File: config.mk
export PLATFORM = sky130hd
export DESIGN_NAME = ctlword_rx
export DESIGN_NICKNAME = d
export VERILOG_FILES = /design/src/rtl/ctlword_rx_pkg.sv /design/src/rtl/ctlword_sync.sv /design/src/rtl/ctlword_shift.sv /design/src/rtl/ctlword_latch.sv /design/src/rtl/ctlword_rx.sv
export SDC_FILE = /design/constraint.sdc
export NUM_CORES = 1
export LEC_CHECK = 0
export CORE_MARGIN = 5
export CORE_UTILIZATION = 62
export CTS_BUF_LIST = sky130_fd_sc_hd__clkbuf_8 sky130_fd_sc_hd__clkbuf_16
export DETAILED_ROUTE_END_ITERATION = 7
export DONT_BUFFER_PORTS = 1
export GPL_ROUTABILITY_DRIVEN = 0
export PLACE_DENSITY = 0.89
export SLEW_MARGIN = 40
export SYNTH_ARGS = -nofsm -noshare
export SYNTH_HDL_FRONTEND = slang
export SYNTH_HIERARCHICAL = 1
export SYNTH_SLANG_ARGS = --single-unit
File: constraint.sdc
create_clock -name clk -period 2.2 [get_ports clk]
set_input_delay 0.44 -clock clk [delete_from_list [all_inputs] [get_ports clk]]
set_output_delay 0.44 -clock clk [all_outputs]
set_load 0.05 [all_outputs]
File: src/rtl/ctlword_rx_pkg.sv
package ctlword_rx_pkg;

  // Serial link signals, grouped so the synchroniser handles them as one vector.
  typedef struct packed {
    logic sclk;
    logic mosi;
    logic cs_n;
    logic le;
  } link_t;

  // Idle levels of the link: clock low, data low, chip-select released, latch low.
  localparam link_t LINK_IDLE = '{sclk: 1'b0, mosi: 1'b0, cs_n: 1'b1, le: 1'b0};

  // The counter must reach WORD_W+1, the value that marks "too many bits".
  function automatic int unsigned cnt_width(input int unsigned w);
    return $clog2(w + 2);
  endfunction

endpackage

File: src/rtl/ctlword_sync.sv
module ctlword_sync #(
  parameter int unsigned    N       = 4,
  parameter logic [N-1:0]   RST_VAL = '0
) (
  input  logic         clk,
  input  logic         rst_n,
  input  logic [N-1:0] d,
  output logic [N-1:0] q
);

  logic [N-1:0] meta;

  generate
    for (genvar g = 0; g < N; g++) begin : g_bit
      always_ff @(posedge clk or negedge rst_n) begin
        if (!rst_n) begin
          meta[g] <= RST_VAL[g];
          q[g]    <= RST_VAL[g];
        end else begin
          meta[g] <= d[g];
          q[g]    <= meta[g];
        end
      end
    end
  endgenerate

endmodule

File: src/rtl/ctlword_shift.sv
module ctlword_shift #(
  parameter int unsigned        WORD_W    = 24,
  parameter int unsigned        CW        = 5,
  parameter logic [WORD_W-1:0]  SAFE_WORD = '1
) (
  input  logic              clk,
  input  logic              rst_n,
  input  logic              sclk_s,
  input  logic              mosi_s,
  input  logic              cs_n_s,
  input  logic              cnt_clr,
  input  logic [WORD_W-1:0] word_q,
  output logic [WORD_W-1:0] shreg,
  output logic [CW-1:0]     cnt,
  output logic              miso
);

  localparam logic [CW-1:0] CNT_MAX = CW'(WORD_W + 1);

  logic              sclk_d;
  logic              cs_n_d;
  logic              sclk_rise;
  logic              sclk_fall;
  logic              cs_start;
  logic              cs_idle;
  logic [WORD_W-1:0] tx;

  always_ff @(posedge clk or negedge rst_n) begin
    if (!rst_n) begin
      sclk_d <= 1'b0;
      cs_n_d <= 1'b1;
    end else begin
      sclk_d <= sclk_s;
      cs_n_d <= cs_n_s;
    end
  end

  assign sclk_rise = sclk_s & ~sclk_d;
  assign sclk_fall = ~sclk_s & sclk_d;
  assign cs_start  = ~cs_n_s & cs_n_d;
  assign cs_idle   = cs_n_s;

  // Incoming word, MSB first.
  always_ff @(posedge clk or negedge rst_n) begin
    if (!rst_n) begin
      shreg <= '0;
    end else if (!cs_idle && sclk_rise) begin
      shreg <= {shreg[WORD_W-2:0], mosi_s};
    end
  end

  // Bit count of the current window; saturates at WORD_W+1.
  always_ff @(posedge clk or negedge rst_n) begin
    if (!rst_n) begin
      cnt <= '0;
    end else if (cs_start || cnt_clr) begin
      cnt <= '0;
    end else if (!cs_idle && sclk_rise && cnt != CNT_MAX) begin
      cnt <= cnt + 1'b1;
    end
  end

  // Read-back: snapshot of the applied word, shifted out on falling edges.
  always_ff @(posedge clk or negedge rst_n) begin
    if (!rst_n) begin
      tx <= SAFE_WORD;
    end else if (cs_start) begin
      tx <= word_q;
    end else if (!cs_idle && sclk_fall) begin
      tx <= {tx[WORD_W-2:0], 1'b0};
    end
  end

  assign miso = tx[WORD_W-1];

  AST_IDLE_NO_SHIFT: assert property (@(posedge clk) disable iff (!rst_n)
    cs_n_s |=> $stable(shreg));

  AST_CNT_BOUND: assert property (@(posedge clk) disable iff (!rst_n)
    cnt <= CNT_MAX);

  AST_CNT_RESTART: assert property (@(posedge clk) disable iff (!rst_n)
    (!cs_n_s && cs_n_d) |=> cnt == '0);

endmodule

File: src/rtl/ctlword_latch.sv
module ctlword_latch #(
  parameter int unsigned        WORD_W    = 24,
  parameter int unsigned        CW        = 5,
  parameter logic [WORD_W-1:0]  SAFE_WORD = '1
) (
  input  logic              clk,
  input  logic              rst_n,
  input  logic              le_s,
  input  logic [CW-1:0]     cnt,
  input  logic [WORD_W-1:0] shreg,
  output logic [WORD_W-1:0] word_q,
  output logic              err,
  output logic              accept
);

  logic le_d;
  logic le_rise;
  logic len_ok;

  always_ff @(posedge clk or negedge rst_n) begin
    if (!rst_n) le_d <= 1'b0;
    else        le_d <= le_s;
  end

  assign le_rise = le_s & ~le_d;
  assign len_ok  = (cnt == CW'(WORD_W));
  assign accept  = le_rise & len_ok;

  always_ff @(posedge clk or negedge rst_n) begin
    if (!rst_n) begin
      word_q <= SAFE_WORD;
    end else if (accept) begin
      word_q <= shreg;
    end
  end

  always_ff @(posedge clk or negedge rst_n) begin
    if (!rst_n) begin
      err <= 1'b0;
    end else if (le_rise && !len_ok) begin
      err <= 1'b1;
    end
  end

  AST_CHANGE_NEEDS_LE: assert property (@(posedge clk) disable iff (!rst_n)
    !$stable(word_q) |-> $past(le_rise));

  AST_BAD_LEN_REJECT: assert property (@(posedge clk) disable iff (!rst_n)
    (le_rise && !len_ok) |=> ($stable(word_q) && err));

  AST_ERR_STICKY: assert property (@(posedge clk) disable iff (!rst_n)
    err |=> err);

endmodule

File: src/rtl/ctlword_rx.sv
module ctlword_rx
  import ctlword_rx_pkg::*;
#(
  parameter int unsigned        WORD_W    = 24,
  parameter logic [WORD_W-1:0]  SAFE_WORD = '1
) (
  input  logic              clk,
  input  logic              rst_n,
  input  logic              sclk_i,
  input  logic              mosi_i,
  input  logic              cs_n_i,
  input  logic              le_i,
  output logic [WORD_W-1:0] word_o,
  output logic              miso_o,
  output logic              len_err_o
);

  localparam int unsigned CW = cnt_width(WORD_W);
  localparam int unsigned LW = $bits(link_t);

  link_t             link_raw;
  link_t             link_s;
  logic [WORD_W-1:0] shreg;
  logic [CW-1:0]     cnt;
  logic              accept;

  assign link_raw = '{sclk: sclk_i, mosi: mosi_i, cs_n: cs_n_i, le: le_i};

  ctlword_sync #(
    .N       (LW),
    .RST_VAL (LINK_IDLE)
  ) u_sync (
    .clk   (clk),
    .rst_n (rst_n),
    .d     (link_raw),
    .q     (link_s)
  );

  ctlword_shift #(
    .WORD_W    (WORD_W),
    .CW        (CW),
    .SAFE_WORD (SAFE_WORD)
  ) u_shift (
    .clk     (clk),
    .rst_n   (rst_n),
    .sclk_s  (link_s.sclk),
    .mosi_s  (link_s.mosi),
    .cs_n_s  (link_s.cs_n),
    .cnt_clr (accept),
    .word_q  (word_o),
    .shreg   (shreg),
    .cnt     (cnt),
    .miso    (miso_o)
  );

  ctlword_latch #(
    .WORD_W    (WORD_W),
    .CW        (CW),
    .SAFE_WORD (SAFE_WORD)
  ) u_latch (
    .clk    (clk),
    .rst_n  (rst_n),
    .le_s   (link_s.le),
    .cnt    (cnt),
    .shreg  (shreg),
    .word_q (word_o),
    .err    (len_err_o),
    .accept (accept)
  );

  AST_WHOLE_WORD: assert property (@(posedge clk) disable iff (!rst_n)
    !$stable(word_o) |-> word_o == $past(shreg));

endmodule

Yosys cells after proc, flatten, opt, wreduce, memory -nomap -nowiden
Cells that the tools add are included.
Widths: inputs -> output; s select.
{"block": "word_totals", "mem_bits_ro": 0, "ff_bits": 89, "out_inout_bits": 26, "memories": 0, "mem_bits_rw": 0, "latchBits": 0}
{"block": "op_classes", "add_sub_neg": 1, "n_reduce_logical": 9, "div_mod_pow": 0, "magnitude_cmp": 0, "shift": 0, "mux": 4, "n_eq_ne": 2, "bitwise": 9, "n_mul": 0}
{"op": "$mux 24", "count": 2}
{"op": "$mux 5", "count": 2}
{"op": "$add 5x1->5 const B", "count": 1}
{"op": "$and 1x1->1", "count": 5}
{"op": "$eq 5x5->1 const B", "count": 1}
{"op": "$ne 5x5->1 const B", "count": 1}
{"op": "$logic_and 1x1->1", "count": 4}
{"op": "$not 1->1", "count": 4}
{"op": "$reduce_bool 2->1", "count": 2}
{"op": "$logic_not 1->1", "count": 2}
{"op": "$logic_or 1x1->1", "count": 1}

Logic depth before layout (Yosys ltp)
{"block": "logic_depth", "word_depth": 6, "depth_mapped": 7, "mapped_depth_nobuf": 6}

Hierarchy
Netlist, hierarchy kept.
{"module": "ctlword_shift", "cells_per_inst": 191, "seq_area_each_um2": 1407.6, "area_per_inst_um2": 2347.3, "instances": 1}
{"module": "ctlword_latch", "cells_per_inst": 59, "seq_area_each_um2": 680.7, "area_per_inst_um2": 1098.6, "instances": 1}
{"module": "ctlword_sync", "cells_per_inst": 8, "seq_area_each_um2": 202.7, "area_per_inst_um2": 202.7, "instances": 1}

Worst setup path after synthesis
No wires, ideal clock.
{"block": "synth_path", "path_type": "register to register", "startpoint": "reg u_shift.cnt[2]", "endpoint": "reg u_shift.cnt[4]", "path_slack_ps": 687, "path_buffers": 1, "synth_period_minus_slack_ps": 1513, "path_stages_with_launch": 7, "arrival_ps": 1434, "cell_sequence": "dfrtp_1 and3b_2 nand3_4 buf_6 inv_1 or3_1 mux2i_1"}
{"block": "synth_via", "elab_chain_cells": 4}
{"item": "start, declared", "line_no": "ctlword_shift.sv:14", "rtl": "output logic [CW-1:0] cnt,"}
{"item": "start signal, assigned", "line_no": "ctlword_shift.sv:59", "rtl": "cnt <= cnt + 1'b1;"}
{"item": "$eq 5x5->1 *", "line_no": "ctlword_latch.sv:26", "rtl": "assign len_ok = (cnt == CW'(WORD_W));"}
{"item": "$and 1x1->1 *", "line_no": "ctlword_latch.sv:27", "rtl": "assign accept = le_rise & len_ok;"}
{"item": "via accept", "line_no": "ctlword_rx.sv:25", "rtl": "logic accept;"}
{"item": "$logic_or 1x1->1 *", "line_no": "ctlword_shift.sv:56", "rtl": "end else if (cs_start || cnt_clr) begin"}
{"item": "$mux 5 or $reduce_bool 2->1 (tied branches)"}
The timed path passes the listed nets; every way through them passes the cells marked *. The select of a mux whose other input is x is not followed.
A chain may end at the register's enable or synchronous reset.

Final worst setup path
{"block": "layout_path", "startpoint": "reg u_shift.cnt[0]", "endpoint": "reg u_latch.word_q[3]"}
{"block": "layout_via", "elab_chain_cells": 2}
{"item": "$eq 5x5->1", "line_no": "ctlword_latch.sv:26"}
{"item": "$and 1x1->1", "line_no": "ctlword_latch.sv:27"}
{"item": "end signal, assigned", "line_no": "ctlword_latch.sv:33", "rtl": "word_q <= shreg;"}
{"item": "end, declared", "line_no": "ctlword_latch.sv:11", "rtl": "output logic [WORD_W-1:0] word_q,"}
Every way passes these cells.

==> impl_metrics.toml <==
[routing]
postRouteAntennaNets = 0
drtPass1Iterations = 4
vias = 1961
drc = 0
finalWirelength_um = 6132
vias_per_cell = 5.734
first_iter_violations = 150
wl_per_cell_um = 17.93

[final_layout]
final_nets = 270
area_delta_synth_final_pct = 6.721
num_antenna_cells = 0
final_cell_count_no_fill = 342
fin_area_sq_mm = 0.003894
n_fill_cell = 413
layout-drive-gt1-share = 0.4682
finalCoreUtilization = 0.6695

[die]
die_area_sq_mm = 0.007519
start_util = 0.6274
die_x_um = 86.71
core-area_sq_mm = 0.005816
num_rows = 28
io_pins = 32
fp.dieH_um = 86.71

[sta]
tns_ns = 0
clock_skew_ns = 0.01161
drv_slew = 0
fin_crit_sh = 0.7631
hold_viol = 89
fin_hold_ws_ns = -0.2222
setup_violations = 0
fin_crit_ns = 1.679
rsz0062_at_grt = "no"
max_slew_margin = 0.6860
clock.fmax_mhz = 595.7
worst_pin_slew_ns = 0.4711

[placed_design]
dp_hpwl_um = 3927
dp.cells = 326
io_buffers = 0
dpl_cell_area_sq_mm = 0.003721

[power]
p_leak_nw = 1.667
power_w = 0.002903
peakVddDrop_mv = 0.4684
power_density_mw_per_mm2 = 745.6

[status]
status = "finished, violations left"
violations = "negative hold slack"

[worst_setup_path]
crit_path_end_kind = "register"
critPathSlowestCell = "dfrtp_1"
path_max_fanout = 14
rrSetupSlack_ns = 0.52
crit_type = "reg -> reg"
worst_setup_path_start_kind = "register"
max_stage_delay_ns = 0.46
cp.required_ns = 2.47
worstPathCellList = "nor2_1 > nand3_4 > buf_4 > mux2_4"
cp.arrival_ns = 1.95

[logic_synthesis]
syn_nets = 266
synth-edff-count = 0
avgSynthCellArea_sq_um = 14.14
ys_seq_area_frac = 0.6279
netlist_instances = 258
synth.distinct_cells = 34
syn-cell-area_sq_mm = 0.003648
yosysWarnings = 6
synthArstFlopShare = 1.000
synthFlopType = "dfstp_2"
synth-seq-cells = 89

[cts]
insertion_delay_ns = 0.35
post_cts_resize_count = 0
cts_setup_buffers = 0
cts_tree = "done"
cts_htree_levels = 3
clockBufferDepth = 2
clkSlewWorstSetupHoldPaths_ns = 0.08
root_buffer = "clkbuf_8"
clock_sinks = 89
cts_made_buffers = 9

[grt]
grtUsageTotal = 0.1899
grt_max_degree = 90
grt_overflow_total = 0
grt_pass1_vias = 2148
grt_pass1_wl_um = 10850
antenna_found_initial = 0

[hold_path]
hold_path_class = "in -> async"

[run]
drv_cap = 0
[stage by stage]
stage                     hold slack (ns)  setup WS, ns
after global routing              -0.2529        0.3937
after CTS                         -0.2371        0.5075
after floorplan                    0.1444        0.6866
after global placement             0.1467        0.5888
final                             -0.2222        0.5212
after detailed placement           0.1466        0.5292
[power by group]
part | switching (W) | leakage, nW | internal, W
clock network | 0.000558 | 0.0826 | 0.000407
logic | 0.0000609 | 0.564 | 0.0000806
registers | 0.0000695 | 1.02 | 0.00173
total | 0.000688 | 1.67 | 0.00221
[metal layers]
layer / part of all wire / global-route usage
met4: 0.021 / 0.08924
met2: 0.49 / 0.2955
met1: 0.43 / 0.2438
met5: 0 / 0
met3: 0.059 / 0.05894
[synth_stat cells, types with 2 or more instances]
library cell | n | area share
buf_6 | 2 | 0.0062
nand2_1 | 2 | 0.0021
nand3_1 | 3 | 0.0041
o21ai_0 | 21 | 0.029
dfstp_2 | 51 | 0.37
nand2b_1 | 2 | 0.0034
nand4_1 | 2 | 0.0034
mux2_4 | 19 | 0.078
ha_1 | 2 | 0.0069
mux2_2 | 30 | 0.093
clkbuf_1 | 2 | 0.0021
or3_1 | 3 | 0.0051
a22oi_1 | 23 | 0.047
nor2b_1 | 2 | 0.0034
dfrtp_1 | 38 | 0.26
buf_2 | 4 | 0.0055
nor3_1 | 2 | 0.0027
buf_4 | 3 | 0.0062
mux2i_1 | 3 | 0.0082
inv_1 | 28 | 0.029
o21ai_1 | 3 | 0.0041
[area by class of cell]
cell class / instances / area [sq um] / share of cell area
Tap cell: 75 / 93.84 / 0.02410
Inverter: 28 / 105.1 / 0.02699
Timing Repair Buffer: 5 / 37.54 / 0.009640
Clock inverter: 7 / 48.80 / 0.01253
Multi-Input combinational cell: 129 / 1194 / 0.3066
Sequential cell: 89 / 2291 / 0.5884
Clock buffer: 9 / 123.9 / 0.03181
[state kept, by name, indices dropped and copies added (netlist names)]
name	flops
u_latch/word_q	24
u_shift/shreg	24
u_shift/tx	24
u_shift/cnt	5
u_sync/meta	4
u_sync/q	4
u_latch/err	1
u_latch/le_d	1
u_shift/cs_n_d	1
u_shift/sclk_d	1
[logic make-up after synthesis]
group,share of synthesized area
fa+ha+maj,0.006858
mux,0.1790
simple gates,0.04801
buf+inv,0.04972
flops,0.6279
compound gates,0.08848
[placed cells by master, fill, tap and decap left out, drive strengths merged, types with 2 or more instances in the layout]
| cell | instances |
|---|---|
| nand2b | 2 |
| nand2 | 2 |
| mux2i | 3 |
| mux2 | 49 |
| nor3 | 2 |
| o21ai | 24 |
| dfrtp | 38 |
| dfstp | 51 |
| nor2b | 2 |
| nand3 | 4 |
| ha | 2 |
| clkbuf | 9 |
| a22oi | 23 |
| or3 | 3 |
| inv | 29 |
| clkinvlp | 3 |
| buf | 5 |
| clkinv | 3 |
| nand4 | 2 |
[worst max-delay path: cells and delay by family, from the launching register on]
kind	cells	cell delay, ns
simple gates	2	0.51
mux	1	0.33
flops	1	0.46
buf+inv	1	0.31
[worst paths after layout]
| check | startpoint | end | cells past startpoint |
|---|---|---|---|
| hold reg to reg | u_sync/meta[2]$_DFF_PN0_ | u_sync/q[2]$_DFF_PN0_ | 0 |
| max in group asynchronous | rst_n | u_shift/tx[10]$_DFFE_PN1P_ | 0 |
| setup / recovery | u_shift/cnt[0]$_DFFE_PN0P_ | u_latch/word_q[3]$_DFFE_PN1P_ | 4 |
| min in group clk | cs_n_i | u_sync/meta[1]$_DFF_PN1_ | 0 |
| setup reg to reg | u_shift/cnt[0]$_DFFE_PN0P_ | u_latch/word_q[3]$_DFFE_PN1P_ | 4 |
| hold / removal | rst_n | u_shift/shreg[21]$_DFFE_PN0P_ | 0 |
(Power assumes the default switching activity.)
